==> src/rtl/skew_pkg.sv <==
package skew_pkg;

    typedef enum logic {
        ST_WAIT_REF = 1'b0,
        ST_WAIT_RSP = 1'b1
    } meas_st_e;

    typedef enum logic [1:0] {
        POL_RISE = 2'd0,
        POL_FALL = 2'd1,
        POL_ANY  = 2'd2
    } edge_pol_e;

    // Edge qualifier: previous level, current level, polarity select.
    function automatic logic pol_match(logic prev, logic cur, logic [1:0] pol);
        logic hit;
        if (pol == POL_RISE) begin
            hit = !prev && cur;
        end else if (pol == POL_FALL) begin
            hit = prev && !cur;
        end else begin
            hit = prev ^ cur;
        end
        return hit;
    endfunction

endpackage

==> src/rtl/skew_edge_detect.sv <==
module skew_edge_detect
    import skew_pkg::*;
(
    input  logic       clk_i,
    input  logic       rst_i,
    input  logic       primed_i,
    input  logic       sig_i,
    input  logic [1:0] pol_i,
    output logic       edge_o
);

    logic prev_d, prev_q;

    always_comb begin
        prev_d = sig_i;
        edge_o = primed_i && pol_match(prev_q, sig_i, pol_i);
    end

    always_ff @(posedge clk_i) begin
        if (rst_i) begin
            prev_q <= 1'b0;
        end else begin
            prev_q <= prev_d;
        end
    end

    // a qualified edge always needs a level change against the held sample
    assert_edge_needs_change_R2: assert property (
        @(posedge clk_i) disable iff (rst_i)
        edge_o |-> (sig_i != prev_q)
    );

endmodule

==> src/rtl/skew_sat_counter.sv <==
module skew_sat_counter #(
    parameter int W = 16
) (
    input  logic         clk_i,
    input  logic         rst_i,
    input  logic         inc_i,
    output logic [W-1:0] cnt_o,
    output logic         pulse_o
);

    localparam logic [W-1:0] MAX_VAL = {W{1'b1}};

    typedef struct packed {
        logic [W-1:0] cnt;
        logic         pulse;
    } cnt_s;

    cnt_s cur_q, nxt_d;

    always_comb begin
        nxt_d       = cur_q;
        nxt_d.pulse = inc_i;
        if (inc_i && (cur_q.cnt != MAX_VAL)) begin
            nxt_d.cnt = cur_q.cnt + W'(1);
        end
    end

    always_ff @(posedge clk_i) begin
        if (rst_i) begin
            cur_q <= '0;
        end else begin
            cur_q <= nxt_d;
        end
    end

    assign cnt_o   = cur_q.cnt;
    assign pulse_o = cur_q.pulse;

    // once saturated the count stays at the ceiling
    assert_sat_hold_R9: assert property (
        @(posedge clk_i) disable iff (rst_i)
        (cnt_o == MAX_VAL) |=> (cnt_o == MAX_VAL)
    );

    // a pulse steps the count by one unless already at the ceiling
    assert_pulse_steps_R9: assert property (
        @(posedge clk_i) disable iff (rst_i)
        pulse_o |-> ((cnt_o == $past(cnt_o) + W'(1)) ||
                     (($past(cnt_o) == MAX_VAL) && (cnt_o == MAX_VAL)))
    );

    // the count does not move without an event pulse
    assert_quiet_hold_R9: assert property (
        @(posedge clk_i) disable iff (rst_i)
        !pulse_o |-> $stable(cnt_o)
    );

endmodule

==> src/rtl/skew_meter.sv <==
module skew_meter
    import skew_pkg::*;
#(
    parameter int CNT_W  = 32,
    parameter int MISS_W = 16
) (
    input  logic              clk_i,
    input  logic              rst_i,
    input  logic              ref_i,
    input  logic              rsp_i,
    input  logic [1:0]        ref_pol_i,
    input  logic [1:0]        rsp_pol_i,
    output logic [CNT_W-1:0]  delta_o,
    output logic              delta_valid_o,
    output logic              delta_ovf_o,
    output logic              miss_ref_pulse_o,
    output logic              miss_rsp_pulse_o,
    output logic [MISS_W-1:0] miss_ref_cnt_o,
    output logic [MISS_W-1:0] miss_rsp_cnt_o
);

    localparam int NCH    = 2;
    localparam int CH_REF = 0;
    localparam int CH_RSP = 1;

    typedef struct packed {
        meas_st_e         st;
        logic             primed;
        logic [CNT_W-1:0] idx;
        logic [CNT_W-1:0] ref_idx;
        logic             wrap;
        logic             have_rsp;
        logic [CNT_W-1:0] delta;
        logic             vld;
        logic             ovf;
    } meter_s;

    meter_s cur_q, nxt_d;

    logic [NCH-1:0]             smp;
    logic [NCH-1:0][1:0]        pol;
    logic [NCH-1:0]             edg;
    logic [NCH-1:0]             miss_inc;
    logic [NCH-1:0][MISS_W-1:0] miss_cnt;
    logic [NCH-1:0]             miss_pulse;

    assign smp[CH_REF] = ref_i;
    assign smp[CH_RSP] = rsp_i;
    assign pol[CH_REF] = ref_pol_i;
    assign pol[CH_RSP] = rsp_pol_i;

    for (genvar g = 0; g < NCH; g++) begin : g_chan
        skew_edge_detect u_edge (
            .clk_i    (clk_i),
            .rst_i    (rst_i),
            .primed_i (cur_q.primed),
            .sig_i    (smp[g]),
            .pol_i    (pol[g]),
            .edge_o   (edg[g])
        );

        skew_sat_counter #(
            .W (MISS_W)
        ) u_miss (
            .clk_i   (clk_i),
            .rst_i   (rst_i),
            .inc_i   (miss_inc[g]),
            .cnt_o   (miss_cnt[g]),
            .pulse_o (miss_pulse[g])
        );
    end

    logic ref_e, rsp_e, ovf_now;

    always_comb begin
        ref_e   = edg[CH_REF];
        rsp_e   = edg[CH_RSP];
        // A full counter lap has elapsed if the index has come back round.
        ovf_now = cur_q.wrap || (cur_q.idx == cur_q.ref_idx);

        nxt_d        = cur_q;
        nxt_d.primed = 1'b1;
        nxt_d.idx    = cur_q.idx + CNT_W'(1);
        nxt_d.vld    = 1'b0;
        miss_inc     = '0;

        unique case (cur_q.st)
            ST_WAIT_REF: begin
                if (ref_e) begin
                    nxt_d.ref_idx = cur_q.idx;
                    nxt_d.wrap    = 1'b0;
                    if (rsp_e) begin
                        // Both steps in one sample: zero-length pairing.
                        nxt_d.delta    = '0;
                        nxt_d.ovf      = 1'b0;
                        nxt_d.vld      = 1'b1;
                        nxt_d.have_rsp = 1'b1;
                        nxt_d.st       = ST_WAIT_REF;
                    end else begin
                        nxt_d.st = ST_WAIT_RSP;
                    end
                end else if (rsp_e && cur_q.have_rsp) begin
                    miss_inc[CH_RSP] = 1'b1;
                end
            end
            ST_WAIT_RSP: begin
                if (rsp_e) begin
                    nxt_d.delta    = cur_q.idx - cur_q.ref_idx;
                    nxt_d.ovf      = ovf_now;
                    nxt_d.vld      = 1'b1;
                    nxt_d.have_rsp = 1'b1;
                    if (ref_e) begin
                        nxt_d.ref_idx = cur_q.idx;
                        nxt_d.wrap    = 1'b0;
                        nxt_d.st      = ST_WAIT_RSP;
                    end else begin
                        nxt_d.st = ST_WAIT_REF;
                    end
                end else begin
                    if (ref_e) begin
                        miss_inc[CH_REF] = 1'b1;
                    end
                    if (cur_q.idx == cur_q.ref_idx) begin
                        nxt_d.wrap = 1'b1;
                    end
                end
            end
            default: nxt_d.st = ST_WAIT_REF;
        endcase
    end

    always_ff @(posedge clk_i) begin
        if (rst_i) begin
            cur_q <= '{st: ST_WAIT_REF, default: '0};
        end else begin
            cur_q <= nxt_d;
        end
    end

    assign delta_o          = cur_q.delta;
    assign delta_valid_o    = cur_q.vld;
    assign delta_ovf_o      = cur_q.ovf;
    assign miss_ref_pulse_o = miss_pulse[CH_REF];
    assign miss_rsp_pulse_o = miss_pulse[CH_RSP];
    assign miss_ref_cnt_o   = miss_cnt[CH_REF];
    assign miss_rsp_cnt_o   = miss_cnt[CH_RSP];

    // a measurement and a miss event never share a cycle
    assert_valid_excl_miss_R12: assert property (
        @(posedge clk_i) disable iff (rst_i)
        delta_valid_o |-> !(miss_ref_pulse_o || miss_rsp_pulse_o)
    );

    // the result holds while no new measurement is strobed
    assert_delta_hold_R11: assert property (
        @(posedge clk_i) disable iff (rst_i)
        !delta_valid_o |-> ($stable(delta_o) && $stable(delta_ovf_o))
    );

    // no missed response can be booked before a first measurement
    assert_no_early_miss_R7: assert property (
        @(posedge clk_i) disable iff (rst_i)
        (miss_rsp_pulse_o && !$past(miss_rsp_pulse_o)) |-> cur_q.have_rsp
    );

    // a missed reference leaves the machine waiting for a response
    assert_miss_keeps_wait_R6: assert property (
        @(posedge clk_i) disable iff (rst_i)
        miss_ref_pulse_o |-> (cur_q.st == ST_WAIT_RSP)
    );

endmodule

==> config.mk <==
export PLATFORM = sky130hd
export DESIGN_NAME = skew_meter
export DESIGN_NICKNAME = d
export VERILOG_FILES = /design/src/rtl/skew_pkg.sv /design/src/rtl/skew_edge_detect.sv /design/src/rtl/skew_sat_counter.sv /design/src/rtl/skew_meter.sv
export SDC_FILE = /design/constraint.sdc
export NUM_CORES = 1
export LEC_CHECK = 0
export CAP_MARGIN = 20
export CORE_MARGIN = 2
export CORE_UTILIZATION = 30
export CTS_CLUSTER_DIAMETER = 60
export CTS_CLUSTER_SIZE = 25
export DETAILED_ROUTE_END_ITERATION = 6
export SLEW_MARGIN = 10
export SYNTH_ARGS = -nofsm -noshare
export SYNTH_HDL_FRONTEND = slang
export SYNTH_SLANG_ARGS = --single-unit
export TNS_END_PERCENT = 1
==> constraint.sdc <==
create_clock -name clk_i -period 2.28 [get_ports clk_i]
set_input_delay 0.228 -clock clk_i [delete_from_list [all_inputs] [get_ports clk_i]]
set_output_delay 0.228 -clock clk_i [all_outputs]
set_load 0.01 [all_outputs]
# Yosys cells after proc, flatten, opt, wreduce, memory -nomap -nowiden
# Index checks and enable logic that the tools add are counted.
[classes]
n_addsub = 4
n_eq_ne = 11
n_mux = 23
reduce_logical = 19
bitwise_logic = 3
[ops]
columns = ["operator", "n"]
rows = [
  ["case mux 68 bit (2 select lines)", 1],
  ["2-to-1 mux 101 bit", 1],
  ["2-to-1 mux 35 bit", 2],
  ["2-to-1 mux 68 bit", 1],
  ["2-to-1 mux 33 bit", 1],
  ["adder 16 x 1 -> 16 bit, second input constant", 2],
  ["adder 32 x 1 -> 32 bit, second input constant", 1],
  ["equality test 32 bit", 1],
  ["2-to-1 mux 32 bit", 1],
  ["inequality test 16 bit, second input constant", 2],
  ["subtractor 32 bit", 1],
  ["2-to-1 mux 1 bit", 15],
  ["logical AND 1 bit", 9],
  ["AND reduction 3 bit", 3],
  ["inequality test 2 x 1 -> 1 bit, second input constant", 4],
  ["equality test 2 x 1 -> 1 bit, second input constant", 2],
  ["logical NOT 1 bit", 4],
  ["logical NOT 2 bit", 2],
  ["inequality test 3 x 1 -> 1 bit, second input constant", 1],
  ["inequality test 3 bit, second input constant", 1],
  ["case mux 1 bit (2 select lines)", 1],
  ["XOR 1 bit", 2],
  ["logical OR 1 bit", 1],
  ["NOT 1 bit", 1],
]
[totals]
in_bits = 8
wordCells = 75
out_inout_bits = 68
register_bits = 138

# Logic depth before layout (Yosys ltp)
# Gate-level depths: netlist (run 1).
[depth]
word_depth = 10
ltp_mapped = 12

# Modules after synthesis
# From an unflattened synthesis (run 1), not the netlist that was laid out.
[hier_totals]
hier_cells = 985
hier_area_um2 = 7807.5
[modules_own_cells]
columns = ["module", "instances", "seq_area_each_um2", "cells_each", "area_each_um2"]
rows = [
  ["skew_meter", 1, 2042.0, 757, 5775.5],
  ["skew_sat_counter", 2, 340.3, 105, 934.6],
  ["skew_edge_detect", 2, 20.0, 9, 81.3],
]

# Least setup slack after synthesis (run 1)
# No wires, ideal clock.
[synth_path]
path_type = "register to register"
start = "register cur_q[68] (netlist name)"
end = "register cur_q, in the netlist delta_o[28]"
arrival_ns = 2.373
slack_ns = -0.219
n_path_buf = 0
path_stages_with_launch = 13
required_ns = 2.154
cell_sequence = "dfxtp_1 > inv_1 > ha_1 > fa_1 > nor2b_4 > o31ai_2 > a21o_1 > or3_4 > a31oi_4 > a221o_2 > a221oi_2 > xor2_1 > o21ai_1"
[synth_between]
elab_chain_cells = 3
[synth_lines]
columns = ["item", "line_no", "source"]
rows = [
  ["start, declared", "skew_meter.sv:38", "meter_s cur_q, nxt_d;"],
  ["start signal, assigned", "skew_meter.sv:136", "cur_q <= nxt_d;"],
  ["subtractor 32 bit", "skew_meter.sv:108", "nxt_d.delta = cur_q.idx - cur_q.ref_idx;"],
  ["2-to-1 mux 35 bit", "skew_meter.sv:107", "if (rsp_e) begin"],
  ["case mux 68 bit (2 select lines)", "skew_meter.sv:87", "unique case (cur_q.st)"],
]
# No other way between the ends. The select of a mux whose other input is x is not followed.
# A chain may end at the register's enable or synchronous reset.

# Final worst setup path (run 1)
[layout_path]
start = "register cur_q[43] (netlist name)"
end = "register cur_q, in the netlist delta_o[28]"
# Same word-level chain as after synthesis.

==> run summary, run 1 <==
status: finished, violations left
failing checks: setup timing
CTS tree: built
placed cells: 1342
Req. time, crit path: 2.60 ns
minimum clock period: 2.52 ns
DIE WIDTH: 160 µm
Layout area overhead: 34.1%
GP Congestion: 0.815
port bufs: 75
ratio of cells with drive above 1 in the final layout: 20.6%
# setup viols final: 11
Slew Limit Fails: 0
H-tree Lvls: 4
Int Pwr: 4240 µW
Lkg Pwr: 0.00396 µW
top fanout value on the critical path: 2
Max clock buf depth: 2
Mapped Cells: 897
Ports: 76
Clock Sink Count: 138
Final nets: 1087
Finished Layout Cells: 1376
peak supply drop: 0.453 mV
switching part of the total power: 26.0%
number of diodes: 0
Skew-Pair Late Insertion Delay: 0.44 ns
WL/cell: 13.7 µm
First-pass DRT Iterations: 5
Synth Cell Area: 7340 µm²
clk slew on worst S/H paths: 0.06 ns
number of hold violations in the final report: 0
met3 GRT Util: 3.25%
Hold Slack: 0.119 ns
Avg Synthesized Cell Area: 8.18 µm²
Synth Flop Type: dfxtp_1
Setup TNS: -1.37 ns
CTS hold repair buffers: 0
initial antenna violation count: 0
dpl cell area: 9030 µm²
GRT Util Overall: 14.9%
global-route wire length before repair: 31.1 mm
worst reg-to-reg setup slack: -0.24 ns
sequential fraction of the synthesis area: 37.6%
number of global-route vias before repair: 6162
die area: 25700 µm²
Final Instance Area: 9840 µm²
Post-synth EDFFs: 0
Synth Warn #: 0
drt initial violations: 233
Net Count, Synth: 945
most frequent CP cell: a21o_1
grt peak-use layer: met2
drt via density: 4.65
Final Worst Setup Slack: -0.240 ns
CP max-delay cell: a221o_2
slowest cell delay on critical path: 0.41 ns
crit-path leading delay family: compound AO/OA/AOI/OAI gates
DR vias: 6394
fmax: 0.397 GHz
DRC viols: 0
Root Buffer Master: clkbuf_16
# rows: 57
endpoint class of the critical path: register
Critical Path Source Type: register
Fin Clk Skew: 0.0124 ns
Overflow after GRT: 0
CP Buf/Inv Count: 1
Reg power frac: 42.8%
initial core utilization: 30.4%
antenna-violating nets left: 0
die height: 160 µm
Synth cell types: 75
Pwr Density: 582 nW/µm²
largest net degree at the start of global routing: 79
Slew HR: 42.4%
Hold Path Class: in -> reg
Final Cycle Share: 111%
core footprint: 24200 µm²
CTS Buf Count: 17
RSZ-0062 raised after global routing: yes
met2 GRT Util: 24.2%
Logic pwr share: 10.6%
Clock Power Share: 46.6%
max cap viols: 0
CP Cell Sequence: inv_1 -> ha_4 -> a21o_1 -> nor3_2 -> a21o_1 -> or3_4 -> a31oi_4 -> a221o_2 -> a221oi_2 -> xor2_1 -> o21ai_1
Synth Register Bits: 138
Crit path arrival time: 2.84 ns
post-layout util: 40.7%
fraction of registers with async set/reset: 0%
WL final: 18.8 mm
GR Layer Usage met1: 19.9%
critical path type: reg -> reg
HPWL Detailed: 13.5 mm
sw power: 1490 µW
Slew @ Worst Pin: 0.865 ns
## final cells by class
| class | count | area (µm²) |
|---|---|---|
| flip-flops and latches | 138 | 2770 |
| multi-input cells | 642 | 4260 |
| inverters | 51 | 191 |
| repair buffers | 189 | 1650 |
| clock buffers | 17 | 425 |
| fillers | 2424 | 14300 |
| clock inverters | 15 | 139 |
| well taps | 324 | 405 |
## cell families after synthesis
family                   synth area share [%]
XOR/XNOR                                 9.31
AND/OR/NAND/NOR                          21.4
AO/OA/AOI/OAI                            16.3
multiplexers                            0.818
flip-flops                               37.6
adder cells (fa/ha/maj)                  6.92
buffers and inverters                    7.64
## power groups by stage
stage / Clock, µW / Sequential, µW / Combinational, µW
after CTS: 2720 / 2450 / 600
final: 2670 / 2450 / 606
after global placement: 0 / 2500 / 588
after global routing: 2840 / 2450 / 665
after floorplan: 0 / 2500 / 363
after detailed placement: 0 / 2500 / 592
## worst register-to-register path, cell delays in order (launching register included)
cell and delay (ns):
dfxtp_2 0.32, inv_1 0.06, ha_4 0.24, a21o_1 0.21, nor3_2 0.22, a21o_1 0.18
or3_4 0.15, a31oi_4 0.09, a221o_2 0.41, a221oi_2 0.28, xor2_1 0.17, o21ai_1 0.07
## synth_stat cells, types with 2 or more instances
library cell  number  share of area [%]
o21ai_1            5               0.34
o21ai_0           35                2.4
dfxtp_1          138                 38
nor3_1             4               0.27
xor2_1            48                5.7
and3_1            10               0.85
a22oi_1            9               0.92
a21o_1            23                2.4
a21oi_1           72                4.9
a211oi_1           2               0.20
inv_1             50                2.6
nor2b_1            4               0.34
o211ai_1           3               0.31
nand3_1           32                2.2
mux2_4             2               0.41
nand4_1           14                1.2
and2_1             8               0.68
nor2_1            91                4.7
clkbuf_1          30                1.5
nand2b_1           4               0.34
nand2_1          135                6.9
and4_1             5               0.60
or3_1             11               0.94
a31oi_1            6               0.51
xnor2_1           30                3.6
mux2i_1            3               0.41
a21oi_2            2               0.24
ha_1              39                6.6
buf_1              3               0.15
o21bai_1           2               0.20
buf_4             32                3.3
o21a_1             2               0.20
## cells in the final DEF (no fill, tap or decap), types with 7 or more instances in the layout
cell             synthesis  final
a21o_1                  23     23
a21oi_1                 72     68
a22oi_1                  9      9
and2_1                   8      8
and3_1                  10      8
buf_4                   32    111
clkbuf_16                0     17
clkdlybuf4s50_1          0     73
dfxtp_1                138    133
ha_1                    39     31
ha_4                     0      7
inv_1                   50     47
nand2_1                135    134
nand3_1                 32     29
nand4_1                 14     14
nor2_1                  91     87
o21ai_0                 35     29
o21ai_1                  5      8
or3_1                   11     11
xnor2_1                 30     30
xor2_1                  48     48
## per-stage QoR
step,total power [µW],setup WS (ns)
after floorplan,2870,-0.129
after global placement,3090,-0.354
after detailed placement,3100,-0.453
after CTS,5770,-0.244
after global routing,5950,-0.352
final,5720,-0.240
## layer usage
metal  vias to the layer above  part of all wire [%]
met3                        21                   3.7
met1                      2980                    49
met2                       111                    46
li1                       3282                     -
met5                         -                     0
met4                         0                   1.4
## sequential cells by signal, summed over array words and instances (netlist names)
register,count
cur_q,68
delta_valid_o,1
g_chan.u_miss.cnt_o,32
delta_o,32
delta_ovf_o,1
g_chan.u_edge.prev_q,2
g_chan.u_miss.pulse_o,2
## worst paths after layout
path,to,depth (start not counted),from
setup / recovery,delta_o[28],11,cur_q[43]
hold / removal,cur_q[100],2,rst_i
setup reg to reg,delta_o[28],11,cur_q[43]
hold reg to reg,delta_o[30],2,delta_o[30]
## what timing repair did
action / 4_1_cts / 5_1_grt
setup buffers: 1 / 1
setup endpoints to repair: 21 / 39
pin swaps: 11 / 13
gates resized for setup: 23 / 30
Power figures use the tool's default switching activity.
==> inputs of run 2 (changes only) <==
Settings changed: CTS_BUF_LIST set to sky130_fd_sc_hd__clkbuf_2 sky130_fd_sc_hd__clkbuf_4 sky130_fd_sc_hd__clkbuf_8, DONT_BUFFER_PORTS set to 1.
==> run 2 against run 1 <==
Count of clock-buffer cells in the layout rose by 5. First-iteration DRC count rose by 45%. Critical endpoint unchanged. Worst setup slack worse by 0.0022 ns. Critical path type unchanged. Via count down 2.9%. Design area down 8.3%. Global-route usage fell by 0.14 points. Register-to-register slack about the same. Utilization decreased by 3.4 points. The flow still finishes with violations (setup timing). Flip-flop and latch count is the same. Largest power group is now registers.
==> run summary, run 2 (synthesis gave the netlist of run 1 again) <==
Fillers: 2451
number of global-route vias before repair: 6136
# setup viols final: 11
initial core utilization: 30.4%
drt initial violations: 337
port bufs: 0
RSZ-0062 raised after global routing: yes
peak supply drop: 0.265 mV
Req. time, crit path: 2.61 ns
WL final: 18.5 mm
max FFs per register: 68
Hold Crit Start: rst_i
Slew HR: 63.2%
Ports: 76
Final Worst Setup Slack: -0.242 ns
ratio of cells with drive above 1 in the final layout: 19.6%
top fanout value on the critical path: 4
Critical R2R Launch: cur_q[38]
WL/cell: 14.1 µm
Setup crit start: cur_q[38]
clk slew on worst S/H paths: 0.08 ns
Crit path arrival time: 2.85 ns
largest net degree at the start of global routing: 98
crit-path leading delay family: compound AO/OA/AOI/OAI gates
# rows: 57
Lkg Pwr: 0.00374 µW
Clock Sink Count: 138
Hold Slack: 0.0956 ns
Setup TNS: -1.09 ns
die area: 25700 µm²
slowest cell delay on critical path: 0.38 ns
failing checks: setup timing
First-pass DRT Iterations: 4
die height: 160 µm
endpoint class of the critical path: register
Root Buffer Master: clkbuf_8
DIE WIDTH: 160 µm
Hold Path Class: in -> reg
minimum clock period: 2.52 ns
Biggest register: cur_q
fmax: 0.396 GHz
CP Buf/Inv Count: 2
Slew Limit Fails: 0
DR vias: 6208
Critical Path Source Type: register
core footprint: 24200 µm²
global-route wire length before repair: 30.8 mm
Final Instance Area: 9020 µm²
antenna-violating nets left: 0
Fin Clk Skew: 0.0168 ns
CP max-delay cell: a221o_2
Layout area overhead: 23.0%
Skew-Pair Late Insertion Delay: 0.44 ns
GRT Util Overall: 14.8%
initial antenna violation count: 0
CTS tree: built
Final nets: 1029
H-tree Lvls: 4
number of hold violations in the final report: 0
HPWL Detailed: 13.1 mm
Final Cycle Share: 111%
drt via density: 4.72
Max clock buf depth: 2
max cap viols: 0
critical path type: reg -> reg
commonest non-fill, non-tap cell in the layout: nand2_1
number of diodes: 0
most frequent cells in the layout: 135 x nand2_1, 134 x dfxtp_1, 109 x buf_4
CP Cell Sequence: inv_2 -> ha_4 -> buf_6 -> nor2b_4 -> o31ai_4 -> a21o_1 -> or3_4 -> a31oi_4 -> a221o_2 -> a221oi_2 -> xor2_1 -> o21ai_1
status: finished, violations left
dpl cell area: 8280 µm²
DRC viols: 0
GP Congestion: 0.815
post-layout util: 37.3%
Pwr Density: 580 nW/µm²
CTS Buf Count: 17
Overflow after GRT: 0
Slew @ Worst Pin: 0.547 ns
[run 2: path summary, 6_finish.rpt]
kind	endpoint	slack, ns	cells after the start
worst max-delay path	delta_o[28]	-0.24	12
worst min-delay path	cur_q[86]	0.1	2
worst max register to register	delta_o[28]	-0.24	12
worst min register to register	cur_q[39]	0.45	2
[run 2: metrics by stage]
stage,std cells,total power (µW),worst slack (ns)
global route,1316,5450,-0.355
floorplan,897,2870,-0.129
CTS,1315,5310,-0.245
global placement,1267,3030,-0.232
detailed placement,1267,3040,-0.261
finish,1316,5230,-0.242
[run 2: repair_timing]
action,in CTS,in global routing
resized for setup,18,12
hold buffers,18,0
pin swaps,10,5
buffers inserted,0,1
setup endpoints to repair,22,47
endpoints found under the hold margin,114,0
[run 2: report_power, final]
part	switching [µW]	internal (µW)
Clock	939	1250
Combinational	306	280
Sequential	20.9	2430
Total	1270	3970
[run 2: worst register-to-register path: stages (launching register included)]
cell	delay [ns]
dfxtp_2	0.33
inv_2	0.04
ha_4	0.23
buf_6	0.12
nor2b_4	0.13
o31ai_4	0.23
a21o_1	0.20
or3_4	0.15
a31oi_4	0.08
a221o_2	0.38
a221oi_2	0.29
xor2_1	0.17
o21ai_1	0.07
[run 2: cell type report]
class | count | area, µm² | share of cell area [%]
clock buffer | 22 | 278 | 3.08
clock inverter | 8 | 145 | 1.61
inverter | 51 | 191 | 2.12
multi-input combinational | 642 | 4150 | 46.0
sequential | 138 | 2770 | 30.7
tap | 324 | 405 | 4.49
timing repair buffer | 131 | 1090 | 12.0
[run 2: layer usage]
layer	vias to the layer above	track usage, %	wire length, µm
met1	2892	18.3	8570
met5	-	0	0
met2	129	24.6	8510
li1	3167	-	-
met4	0	4.38	266
met3	20	4.67	1180
==> inputs of run 3 (changes only) <==
Settings changed: CORE_UTILIZATION 30 to 60, PLACE_DENSITY set to 0.79, RECOVER_POWER set to 100.
==> run 3 against run 2 <==
The flow still finishes with violations (setup timing). Routed wire length shrank 8.6%. Worst setup slack lost 0.075 ns. Design area shrank 6.8%. Final cell count shrank 15%. Flip-flop and latch count is the same. Count of clock-buffer cells in the layout shrank 3. Largest cell class unchanged.
==> run summary, run 3 (synthesis gave the netlist of run 1 again) <==
drt via density: 5.53
initial antenna violation count: 0
CP max-delay cell: fa_2
CTS tree: built
worst r2r path cells: 12
global-route wire length before repair: 27.8 mm
Root Buffer Master: clkbuf_8
Crit path arrival time: 3.00 ns
Critical Path Source Type: register
Ports: 76
H-tree Lvls: 4
endpoint class of the critical path: register
max FFs per register: 68
minimum clock period: 2.60 ns
initial core utilization: 61.3%
Slew @ Worst Pin: 1.24 ns
core footprint: 12000 µm²
Layout area overhead: 14.6%
largest net degree at the start of global routing: 114
clk slew on worst S/H paths: 0.08 ns
RSZ-0062 raised after global routing: yes
Hold Path Class: in -> reg
worst reg-to-reg setup slack: -0.32 ns
top fanout value on the critical path: 3
# setup viols final: 26
die area: 13100 µm²
Req. time, crit path: 2.68 ns
Pwr Density: 570 nW/µm²
Slew HR: 17.2%
Critical R2R Launch: cur_q[68]
WL/cell: 15.1 µm
ratio of cells with drive above 1 in the final layout: 17.2%
status: finished, violations left
Max clock buf depth: 2
Final nets: 1007
Lkg Pwr: 0.00346 µW
number of diodes: 0
Clock Sink Count: 138
CTS Buf Count: 17
Power Total: 4790 µW
DRC viols: 0
drt initial violations: 394
HPWL Detailed: 11.9 mm
Hold Path Stages: 2
hold endpoint: delta_o[16]
number of global-route vias before repair: 5980
GRT Util Overall: 26.7%
Fin Clk Skew: 0.0120 ns
critical path type: reg -> reg
Slew Limit Fails: 0
GP Congestion: 0.862
CP Cell Sequence: inv_2 -> ha_4 -> fa_2 -> nor2b_4 -> o31ai_4 -> a21o_1 -> or3_4 -> a31oi_4 -> a221o_2 -> a221oi_2 -> xor2_1 -> o21ai_1
Setup crit start: cur_q[68]
WL final: 16.9 mm
number of hold violations in the final report: 0
antenna-violating nets left: 0
# rows: 40
max cap viols: 0
peak supply drop: 0.484 mV
most frequent cells in the layout: 135 x nand2_1, 135 x dfxtp_1, 90 x nor2_1
fmax: 0.385 GHz
Biggest register: cur_q
Hold Crit Start: rst_i
DR vias: 6191
Overflow after GRT: 0
Final Cycle Share: 114%
Final Worst Setup Slack: -0.317 ns
port bufs: 0
Skew-Pair Late Insertion Delay: 0.47 ns
slowest cell delay on critical path: 0.42 ns
die height: 115 µm
Hold Slack: 0.102 ns
failing checks: setup timing
First-pass DRT Iterations: 5
DIE WIDTH: 115 µm
Worst R2R End: delta_o[28]
run 3: changes by cell type in the layout (fill, tap and decap cells not counted), sizes merged:
| cell | before | now |
|---|---|---|
| clkinvlp | 2 | 6 |
| dlygate4sd3 | 17 | 3 |
| inv | 51 | 52 |
| buf | 114 | 83 |
| bufinv | 4 | 0 |
| clkbuf | 22 | 42 |
| clkinv | 2 | 6 |
run 3: area by class of cell:
class	count	area [µm²]
fill	930	3550
timing repair buffer	109	763
tap	147	184
inverter	51	191
clock buffer	19	255
clock inverter	13	98.8
sequential	138	2770
multi-input combinational	642	4150
run 3: power breakdown:
group / internal, µW / switching (µW)
clock network: 793 / 990
registers: 2430 / 22.1
logic: 260 / 295
total: 3480 / 1310
run 3: layer usage:
metal  track usage [%]  part of all wire (%)  vias up
met5                 0                     0        -
met4              9.67                   1.9        0
met3              8.15                   6.3       26
met2              44.1                    48      150
met1              32.9                    44     2889
li1                  -                     -     3126
run 3: what timing repair did:
item / CTS / global route
pin swaps: 5 / 9
gates resized for setup: 12 / 22
hold endpoints to repair: 114 / 0
endpoints found under the setup margin: 14 / 36
hold buffers: 4 / 0
setup buffers: 0 / 2
cloned: 0 / 0
run 3: through the flow:
step	utilization (%)	TNS (ns)	cells	instance area, µm²	worst slack [ns]
detailed placement	66.7	-2.15	1081	7980	-0.296
global placement	66.7	-1.41	1081	7980	-0.186
floorplan	-	-0.313	897	7360	-0.129
global route	70.3	-9.33	1119	8410	-0.409
finish	70.3	-2.57	1119	8410	-0.317
CTS	70.4	-1.34	1117	8420	-0.257
run 3: worst max-delay path by stage:
stage | endpoint
after detailed placement | delta_o[28]
after global routing | delta_o[28]
after CTS | delta_o[28]
after global placement | delta_o[28]
final | delta_o[28]
after floorplan | delta_o[28]
run 3: worst max-delay path, delay by kind of cell, from the launching register on:
| kind | cells | cell delay (ns) |
|---|---|---|
| adder cells (fa/ha/maj) | 2 | 0.57 |
| XOR/XNOR | 1 | 0.14 |
| buffers and inverters | 1 | 0.05 |
| AND/OR/NAND/NOR | 2 | 0.57 |
| flip-flops | 1 | 0.34 |
| AO/OA/AOI/OAI | 6 | 0.86 |
